`src/rtl/msi_cap_pkg.sv`:
```
package msi_cap_pkg;

  typedef struct packed {
    logic ctrl;
    logic alo;
    logic ahi;
    logic data;
    logic mask;
    logic pend;
  } cap_sel_t;

  function automatic logic [5:0] cap_len(input bit a64, input bit msk);
    case ({a64, msk})
      2'b00:   return 6'd10;
      2'b01:   return 6'd20;
      2'b10:   return 6'd14;
      default: return 6'd24;
    endcase
  endfunction

  function automatic logic [31:0] be_bits(input logic [3:0] be);
    logic [31:0] r;
    for (int i = 0; i < 4; i++) r[8*i +: 8] = {8{be[i]}};
    return r;
  endfunction

  function automatic logic [1:0] top_lane(input logic [3:0] be);
    logic [1:0] r;
    r = 2'd0;
    for (int i = 0; i < 4; i++) if (be[i]) r = 2'(i);
    return r;
  endfunction

  function automatic logic [31:0] wr_mask(input logic [2:0] idx, input bit a64, input bit msk);
    case (idx)
      3'd0: return 32'h0471_0000;
      3'd1: return 32'hFFFF_FFFC;
      3'd2: return a64 ? 32'hFFFF_FFFF : 32'h0000_FFFF;
      3'd3: return a64 ? 32'h0000_FFFF : (msk ? 32'hFFFF_FFFF : 32'h0);
      3'd4: return (a64 && msk) ? 32'hFFFF_FFFF : 32'h0;
      default: return 32'h0;
    endcase
  endfunction

  function automatic logic [31:0] merge(input logic [31:0] old, input logic [31:0] nw,
                                        input logic [31:0] m);
    return (old & ~m) | (nw & m);
  endfunction

endpackage

```
`src/rtl/msi_cap_decode.sv`:
```
module msi_cap_decode
  import msi_cap_pkg::*;
#(
  parameter bit ADDR64  = 1'b1,
  parameter bit MASKING = 1'b1
) (
  input  logic           cfg_wr,
  input  logic           cfg_rd,
  input  logic [2:0]     cfg_idx,
  input  logic [3:0]     cfg_be,
  output logic           hit,
  output cap_sel_t       sel,
  output logic [31:0]    wmask
);
  localparam logic [5:0] LEN      = cap_len(ADDR64, MASKING);
  localparam logic [2:0] IDX_DATA = ADDR64 ? 3'd3 : 3'd2;
  localparam logic [2:0] IDX_MASK = IDX_DATA + 3'd1;
  localparam logic [2:0] IDX_PEND = IDX_DATA + 3'd2;

  logic [5:0] last_byte;
  assign last_byte = {1'b0, cfg_idx, 2'b00} + {4'b0, top_lane(cfg_be)};
  assign hit = (cfg_wr | cfg_rd) && (last_byte < LEN);

  always_comb begin
    sel.ctrl = (cfg_idx == 3'd0);
    sel.alo  = (cfg_idx == 3'd1);
    sel.ahi  = ADDR64 && (cfg_idx == 3'd2);
    sel.data = (cfg_idx == IDX_DATA);
    sel.mask = MASKING && (cfg_idx == IDX_MASK);
    sel.pend = MASKING && (cfg_idx == IDX_PEND);
  end

  assign wmask = (cfg_wr && hit) ? (wr_mask(cfg_idx, ADDR64, MASKING) & be_bits(cfg_be)) : 32'h0;

endmodule

```
`src/rtl/msi_cap_regfile.sv`:
```
module msi_cap_regfile
  import msi_cap_pkg::*;
#(
  parameter bit         ADDR64   = 1'b1,
  parameter bit         MASKING  = 1'b1,
  parameter logic [2:0] MMC      = 3'd0,
  parameter logic [7:0] CAP_ID   = 8'h05,
  parameter logic [7:0] NEXT_PTR = 8'h00
) (
  input  logic        clk,
  input  logic        rst_n,
  input  cap_sel_t    sel,
  input  logic        hit,
  input  logic [31:0] wmask,
  input  logic [31:0] wdata,
  input  logic        pend,
  output logic [31:0] rdata,
  output logic        en,
  output logic        mask0,
  output logic [63:0] addr,
  output logic [15:0] data,
  output logic        evt_enabled,
  output logic        evt_disabled,
  output logic        route_upd
);
  logic        en_q, xen_q;
  logic [2:0]  mme_q;
  logic [31:0] alo_q, ahi_q, msk_q;
  logic [15:0] dat_q;
  logic [15:0] ctrl_w;
  logic [31:0] dw0, d0_n, alo_n, ahi_n, dat_w, msk_n;
  logic        chg;

  assign ctrl_w = {5'b0, xen_q, 1'b0, MASKING, ADDR64, mme_q, MMC, en_q};
  assign dw0    = {ctrl_w, NEXT_PTR, CAP_ID};

  always_comb begin
    d0_n  = merge(dw0, wdata, sel.ctrl ? wmask : 32'h0);
    alo_n = merge(alo_q, wdata, sel.alo ? wmask : 32'h0);
    dat_w = merge({16'h0, dat_q}, wdata, sel.data ? wmask : 32'h0);
    msk_n = merge(msk_q, wdata, sel.mask ? wmask : 32'h0);
    chg   = (alo_n != alo_q) || (ahi_n != ahi_q) || (dat_w[15:0] != dat_q);
  end

  generate
    if (ADDR64) begin : g_hi
      always_comb ahi_n = merge(ahi_q, wdata, sel.ahi ? wmask : 32'h0);
      always_ff @(posedge clk) begin
        if (!rst_n) ahi_q <= '0;
        else        ahi_q <= ahi_n;
      end
    end else begin : g_no_hi
      assign ahi_n = '0;
      assign ahi_q = '0;
    end
  endgenerate

  always_ff @(posedge clk) begin
    if (!rst_n) begin
      en_q <= 1'b0; xen_q <= 1'b0; mme_q <= '0;
      alo_q <= '0; dat_q <= '0; msk_q <= '0;
      evt_enabled <= 1'b0; evt_disabled <= 1'b0; route_upd <= 1'b0;
    end else begin
      en_q  <= d0_n[16];
      mme_q <= d0_n[22:20];
      xen_q <= d0_n[26];
      alo_q <= alo_n;
      dat_q <= dat_w[15:0];
      msk_q <= msk_n;
      evt_enabled  <= d0_n[16] & ~en_q;
      evt_disabled <= ~d0_n[16] & en_q;
      route_upd    <= d0_n[16] & chg;
    end
  end

  always_comb begin
    rdata = 32'h0;
    if (hit) begin
      if (sel.ctrl)      rdata = dw0;
      else if (sel.alo)  rdata = alo_q;
      else if (sel.ahi)  rdata = ahi_q;
      else if (sel.data) rdata = {16'h0, dat_q};
      else if (sel.mask) rdata = msk_q;
      else if (sel.pend) rdata = {31'h0, pend};
    end
  end

  assign en    = en_q;
  assign mask0 = msk_q[0];
  assign addr  = {ahi_q, alo_q};
  assign data  = dat_q;

  p_evt_en_r6: assert property (@(posedge clk) disable iff (!rst_n)
    evt_enabled |-> (en_q && !$past(en_q)));
  p_evt_dis_r6: assert property (@(posedge clk) disable iff (!rst_n)
    evt_disabled |-> (!en_q && $past(en_q)));
  p_route_en_r7: assert property (@(posedge clk) disable iff (!rst_n)
    route_upd |-> en_q);
  p_route_chg_r7: assert property (@(posedge clk) disable iff (!rst_n)
    route_upd |-> (addr != $past(addr) || data != $past(data)));
endmodule

```
`src/rtl/msi_cap_msg.sv`:
```
module msi_cap_msg #(
  parameter bit MASKING = 1'b1
) (
  input  logic        clk,
  input  logic        rst_n,
  input  logic        trig,
  input  logic        en,
  input  logic        mask0,
  input  logic [63:0] addr,
  input  logic [15:0] data,
  input  logic        ready,
  output logic        valid,
  output logic [63:0] maddr,
  output logic [31:0] mdata,
  output logic        pend
);
  logic masked, issue, pend_set;

  assign masked   = MASKING && mask0;
  assign issue    = en && !valid && !masked && (trig || pend);
  assign pend_set = MASKING && en && trig && mask0;

  always_ff @(posedge clk) begin
    if (!rst_n) begin
      valid <= 1'b0; maddr <= '0; mdata <= '0;
    end else begin
      valid <= issue || (valid && !ready);
      if (issue) begin
        maddr <= addr;
        mdata <= {16'h0, data};
      end
    end
  end

  generate
    if (MASKING) begin : g_pend
      always_ff @(posedge clk) begin
        if (!rst_n) pend <= 1'b0;
        else        pend <= pend_set || (pend && !issue);
      end
      p_pend_set_r9: assert property (@(posedge clk) disable iff (!rst_n)
        $rose(pend) |-> $past(trig && mask0 && en));
    end else begin : g_no_pend
      assign pend = 1'b0;
    end
  endgenerate

  p_hold_r8: assert property (@(posedge clk) disable iff (!rst_n)
    (valid && !ready) |=> (valid && $stable(maddr) && $stable(mdata)));
  p_issue_en_r10: assert property (@(posedge clk) disable iff (!rst_n)
    $rose(valid) |-> $past(en));
  p_no_overlap_r10: assert property (@(posedge clk) disable iff (!rst_n)
    (valid && ready) |=> !valid);
endmodule

```
`src/rtl/msi_cap_regs.sv`:
```
module msi_cap_regs
  import msi_cap_pkg::*;
#(
  parameter bit         ADDR64   = 1'b1,
  parameter bit         MASKING  = 1'b1,
  parameter logic [2:0] MMC      = 3'd0,
  parameter logic [7:0] CAP_ID   = 8'h05,
  parameter logic [7:0] NEXT_PTR = 8'h00
) (
  input  logic        clk,
  input  logic        rst_n,
  input  logic        cfg_wr,
  input  logic        cfg_rd,
  input  logic [2:0]  cfg_idx,
  input  logic [3:0]  cfg_be,
  input  logic [31:0] cfg_wdata,
  output logic [31:0] cfg_rdata,
  output logic        cfg_hit,
  output logic        evt_enabled,
  output logic        evt_disabled,
  output logic        route_upd,
  output logic [63:0] route_addr,
  output logic [15:0] route_data,
  input  logic        irq_trig,
  output logic        msg_valid,
  input  logic        msg_ready,
  output logic [63:0] msg_addr,
  output logic [31:0] msg_data
);
  cap_sel_t    sel;
  logic [31:0] wmask;
  logic        en, mask0, pend;

  msi_cap_decode #(.ADDR64(ADDR64), .MASKING(MASKING)) u_dec (
    .cfg_wr(cfg_wr), .cfg_rd(cfg_rd), .cfg_idx(cfg_idx), .cfg_be(cfg_be),
    .hit(cfg_hit), .sel(sel), .wmask(wmask));

  msi_cap_regfile #(.ADDR64(ADDR64), .MASKING(MASKING), .MMC(MMC),
                    .CAP_ID(CAP_ID), .NEXT_PTR(NEXT_PTR)) u_rf (
    .clk(clk), .rst_n(rst_n), .sel(sel), .hit(cfg_hit), .wmask(wmask),
    .wdata(cfg_wdata), .pend(pend), .rdata(cfg_rdata), .en(en), .mask0(mask0),
    .addr(route_addr), .data(route_data), .evt_enabled(evt_enabled),
    .evt_disabled(evt_disabled), .route_upd(route_upd));

  msi_cap_msg #(.MASKING(MASKING)) u_msg (
    .clk(clk), .rst_n(rst_n), .trig(irq_trig), .en(en), .mask0(mask0),
    .addr(route_addr), .data(route_data), .ready(msg_ready), .valid(msg_valid),
    .maddr(msg_addr), .mdata(msg_data), .pend(pend));

  p_unclaimed_r3: assert property (@(posedge clk) disable iff (!rst_n)
    (cfg_wr && !cfg_hit) |=> ($stable(route_addr) && $stable(route_data)));
endmodule

```
`config.mk`:
```
export PLATFORM = sky130hd
export DESIGN_NAME = msi_cap_regs
export DESIGN_NICKNAME = d
export VERILOG_FILES = /design/src/rtl/msi_cap_pkg.sv /design/src/rtl/msi_cap_decode.sv /design/src/rtl/msi_cap_regfile.sv /design/src/rtl/msi_cap_msg.sv /design/src/rtl/msi_cap_regs.sv
export SDC_FILE = /design/constraint.sdc
export NUM_CORES = 1
export LEC_CHECK = 0
export ABC_AREA = 1
export BUFFER_PORTS_ARGS = -buffer_cell sky130_fd_sc_hd__buf_4
export CAP_MARGIN = 0
export CORE_UTILIZATION = 40
export CTS_CLUSTER_DIAMETER = 50
export CTS_CLUSTER_SIZE = 25
export DETAILED_ROUTE_END_ITERATION = 8
export GPL_ROUTABILITY_DRIVEN = 1
export SYNTH_ARGS = -nofsm -noshare
export SYNTH_HDL_FRONTEND = slang
export SYNTH_SLANG_ARGS = --single-unit
```
`constraint.sdc`:
```
create_clock -name clk -period 2.1 [get_ports clk]
set_input_delay 0.105 -clock clk [delete_from_list [all_inputs] [get_ports clk]]
set_output_delay 0.105 -clock clk [all_outputs]
set_load 0.05 [all_outputs]
```
Word-level counts from Yosys, hierarchy flattened
Index checks and enable logic that the tools add are counted.
{"block": "word_totals", "reg_bits": 202, "inputBits": 45, "out_inout_bits": 213, "elab_cells": 88}
{"block": "op_classes", "addsub": 1, "order_cmp": 1, "n_eq_ne": 8, "n_mux": 17, "n_bitwise": 27, "reduce_logical": 20}
{"operator": "$mux W32", "n": 10}
{"operator": "$and A32 B32 Y32", "n": 7}
{"operator": "$pmux W32 S4", "n": 1}
{"operator": "$not A32 Y32", "n": 3}
{"operator": "$or A32 B32 Y32", "n": 3}
{"operator": "$ne A32 B32 Y1", "n": 2}
{"operator": "$and A27 B27 Y27", "n": 2}
{"operator": "$and A16 B16 Y16", "n": 2}
{"operator": "$mux W27", "n": 1}
{"operator": "$not A27 Y27", "n": 1}
{"operator": "$or A27 B27 Y27", "n": 1}
{"operator": "$mux W16", "n": 1}
{"operator": "$ne A16 B16 Y1", "n": 1}
{"operator": "$not A16 Y16", "n": 1}
{"operator": "$or A16 B16 Y16", "n": 1}
{"operator": "$logic_and A1 B1 Y1", "n": 9}
{"operator": "$add A5 B2 Y6", "n": 1}
{"operator": "$eq A3 B2 Y1 const B", "n": 2}
{"operator": "$eq A3 B3 Y1 const B", "n": 2}
{"operator": "$lt A6 B5 Y1 const B", "n": 1}
{"operator": "$logic_or A1 B1 Y1", "n": 5}
{"operator": "$logic_not A1 Y1", "n": 4}
{"operator": "$mux W2", "n": 2}
{"operator": "$and A1 B1 Y1", "n": 3}
{"operator": "other kinds (6)", "n": 8}

Logic depth before layout (Yosys ltp)
{"block": "logic_depth", "depth_word": 16, "depth_mapped": 13, "mapped_depth_nobuf": 11}

Cells and area by module
A second synthesis with hierarchy kept.
{"block": "hier_totals", "hier_cells": 1753, "area_unflattened_um2": 11863.9}
{"mod": "msi_cap_regfile", "instances": 1, "cells_per_inst": 1139, "area_per_inst_um2": 7855.0, "seq_area_each_um2": 2402.3}
{"mod": "msi_cap_msg", "instances": 1, "cells_per_inst": 550, "area_per_inst_um2": 3651.0, "seq_area_each_um2": 1641.6}
{"mod": "msi_cap_decode", "instances": 1, "cells_per_inst": 64, "area_per_inst_um2": 357.8, "seq_area_each_um2": 0.0}

Worst setup path before layout
No wires, ideal clock.
{"block": "synth_path", "kind": "in2out", "from": "input cfg_idx[1]", "to": "output cfg_rdata[17]", "arrival_time_ps": 2296, "required_ps": 1995, "slack_ps": -301, "stages": 8, "path_cell_list": "buf_2 > nor2_1 > inv_1 > nor2_4 > inv_1 > nand3_1 > nand2_1 > a211oi_1"}
{"block": "synth_between", "elab_chain_len": 7, "word_cells_on_any_way": 14, "classes_between": "1 x add/sub; 1 x order compare; 4 x eq/ne; 6 x mux; 2 x reduce/logical"}
{"element": "from (decl)", "line": "msi_cap_regs.sv:14", "source": "input logic [2:0] cfg_idx,"}
{"element": "parallel branches: the longest is 6 deep, another holds $add A5 B2 Y6"}
{"element": "$mux W32 *", "line": "msi_cap_regfile.sv:78", "source": "if (hit) begin"}
{"element": "to (decl)", "line": "msi_cap_regs.sv:17", "source": "output logic [31:0] cfg_rdata,"}
Mark *: on every way between the ends.

Final worst setup path
{"block": "layout_path", "from": "register u_rf.ahi_q[14]", "to": "output cfg_rdata[14]"}
{"block": "layout_between", "elab_chain_len": 4}
{"element": "from (decl)", "line": "msi_cap_regfile.sv:28", "source": "logic [31:0] alo_q, ahi_q, msk_q;"}
{"element": "from (signal assigned)", "line": "msi_cap_regfile.sv:50", "source": "else ahi_q <= ahi_n;"}
{"element": "$mux W32", "line": "msi_cap_regfile.sv:81", "source": "else if (sel.ahi) rdata = ahi_q;"}
{"element": "$mux W32", "line": "msi_cap_regfile.sv:80", "source": "else if (sel.alo) rdata = alo_q;"}
{"element": "$mux W32", "line": "msi_cap_regfile.sv:79", "source": "if (sel.ctrl) rdata = dw0;"}
{"element": "$mux W32", "line": "msi_cap_regfile.sv:78"}
Every way passes these cells.

==> flow_metrics.tcl <==
set metrics [dict create \
    status "finished clean" \
    ys.flop_type "dfxtp_1" \
    coreArea_um2 23400 \
    slew_headroom_pct 47.67 \
    ios 258 \
    nNetsFinal 1613 \
    hp-start "cfg_wdata[13]" \
    syn_to_final_growth_pct 36.58 \
    clock_latency_ps 540 \
    htreeDepth 1 \
    grt_pass1_vias 9525 \
    yosysWarnings 0 \
    dieArea_um2 24350 \
    critPathRequiredTime_ps 2000 \
    postSynthAreaPerCell_um2 7.236 \
    cts_tree "built" \
    utilization_pct 55.41 \
    finalSetupViolations 0 \
    gp_congestion 0.9165 \
    grt_util_all_layers_pct 30.15 \
    max_freq_mhz 496.0 \
    drtAntennaViolNets 0 \
    die_h_um 156.1 \
    netlist_instances 1312 \
    clkSinkCount 202 \
    reg2reg_slack_ps 280 \
    rr_endpoint "u_msg.maddr[14]" \
    drc 0 \
    p_total_w 0.009682 \
    ys_async_sr_fraction_pct 0 \
    ys_ff_latch 202 \
    dr.pass1.iters 5 \
    via_count 10275 \
    finalMaxSlewViolations 0 \
    crit_path_max_fanout 4 \
    clockRootBuffer "clkbuf_16" \
    vias_per_cell 5.394 \
    synthesis.area_um2 9494 \
    clock_skew_ps 18.65 \
    cts_made_buffers 24 \
    grt_max_degree 119 \
    antenna_cells 0 \
    synthDistinctLibCells 28 \
    place_ws_ps 37.38 \
    hold_violations 0 \
    initial_core_util_pct 40.57 \
    hpwlAfterDp_um 27750 \
    start_kind "flop" \
    num_rows 56 \
    port_buffers 241 \
    p_leak_nw 5.697 \
    end_kind "output port" \
    worstReg2RegStart "u_rf.en" \
    grt_overflow 0 \
    cts_setup_buffers 0 \
    fin_crit_sh_pct 96.01 \
    fin_hold_ws_ps 42.87 \
    ys_seq_area_share_pct 42.59 \
    r2r_cells 7 \
    die_w_um 156.1 \
    worstSetupPathType "flop to output port" \
    whs_path_depth 3 \
    worst_slew_pin_slew_ps 776.8 \
    drive_above_1_share_pct 22.89 \
    rsz0062_at_grt "false" \
    critPathArrivalTime_ps 1910 \
    antenna_found_initial 0 \
    clk_pin_slew_worst_paths_ps 70 \
    drv_cap 0 \
    routed_wl_um 37610 \
    first_iter_violations 1004 \
    max-clock-path-buffers 3 \
    power.density_nw_per_um2 746.6 \
    setup_slack_ps 83.76 \
    synth_edf_count 0 \
    ir_drop_mv 0.5416 \
    finalCriticalPeriod_ps 2016 \
    wl_per_cell_um 19.74 \
    hp-class "input pin to flop" \
    grt_pass1_wl_um 55850 \
]
==> layer usage <==
| metal | part of all wire, % | GRT usage [%] |
|---|---|---|
| met1 | 42 | 39.38 |
| met2 | 46 | 49.28 |
| met3 | 8.1 | 5.278 |
| met4 | 3.5 | 11.76 |
| met5 | 0 | 0 |
==> through the flow <==
stage	area, um2	setup TNS, ps	cells
floorplan	9565	-5481	1327
global placement	11720	0	1828
detailed placement	11720	0	1828
CTS	12940	0	1905
global route	12970	0	1905
finish	12970	0	1905
==> worst max-delay path by stage <==
stage / from / slack [ps] / depth (start not counted) / to
after floorplan: cfg_idx[1] / -300 / 8 / cfg_rdata[17]
after global placement: cfg_idx[2] / 20 / 9 / cfg_rdata[15]
after detailed placement: cfg_idx[2] / 40 / 9 / cfg_rdata[15]
after CTS: cfg_idx[2] / 30 / 9 / cfg_rdata[15]
after global routing: u_rf.data[0] / 10 / 7 / cfg_rdata[0]
final: u_rf.ahi_q[14] / 80 / 5 / cfg_rdata[14]
==> cells in the final DEF (no fill, tap or decap), drive strengths merged <==
cell	Yosys	routed
clkinvlp	0	1
o21ai	134	134
a211oi	109	109
bufinv	0	3
inv	131	139
nand4	1	1
clkinv	1	6
nand3b	1	1
buf	56	284
o211ai	9	9
o221ai	1	1
a31oi	8	8
conb	1	16
clkbuf	46	27
nor3	4	4
nor2	165	165
dfxtp	202	202
nand3	167	167
dlygate4sd3	0	33
nand2	139	139
a221oi	10	10
a21oi	127	127
==> worst max-delay path: stages, from the launching register on <==
cell	delay, ps
dfxtp_1	400
inv_1	120
o21ai_0	170
a221oi_1	80
a211oi_1	320
buf_4	270
==> logic make-up after synthesis <==
kind of cell	after synthesis	synth area share (%)
AO/OA/AOI/OAI	398	24.63
flip-flops	202	42.59
other	1	0.03950
buffers and inverters	234	10.50
AND/OR/NAND/NOR	477	22.23
==> cell usage after synthesis, types with 10 or more instances <==
cell | instances | area share, %
a211oi_1 | 109 | 8.6
nand3_1 | 161 | 8.5
dfxtp_1 | 202 | 43
clkbuf_1 | 46 | 1.8
nor2_1 | 149 | 5.9
o21ai_0 | 133 | 7.0
a21oi_1 | 127 | 6.7
a221oi_1 | 10 | 0.92
buf_4 | 21 | 1.7
buf_2 | 32 | 1.7
nor2_2 | 12 | 0.79
inv_1 | 128 | 5.1
nand2_1 | 138 | 5.5
==> what timing repair did <==
action                                  4_1_cts  5_1_grt
resized for setup                             0        7
hold buffers                                 33        0
endpoints found under the hold margin        73        0
endpoints found under the setup margin        0       10
==> power by group <==
group	internal [W]	leakage [nW]	switching, W
clock	0.00265	0.433	0.00196
combinational	0.000331	3.63	0.000804
sequential	0.00389	1.63	0.0000532
total	0.00687	5.70	0.00281
==> area by class of cell <==
cell class                      count  area, um2
Inverter                          132      501.7
Timing Repair Buffer              317       2587
Fill cell                        2286      10440
Clock buffer                       27      631.9
Multi-Input combinational cell    891       4549
Tap cell                          319      399.1
Sequential cell                   202       4044
Clock inverter                     17      254.0
No activity file was read; power rests on OpenSTA's default activity.
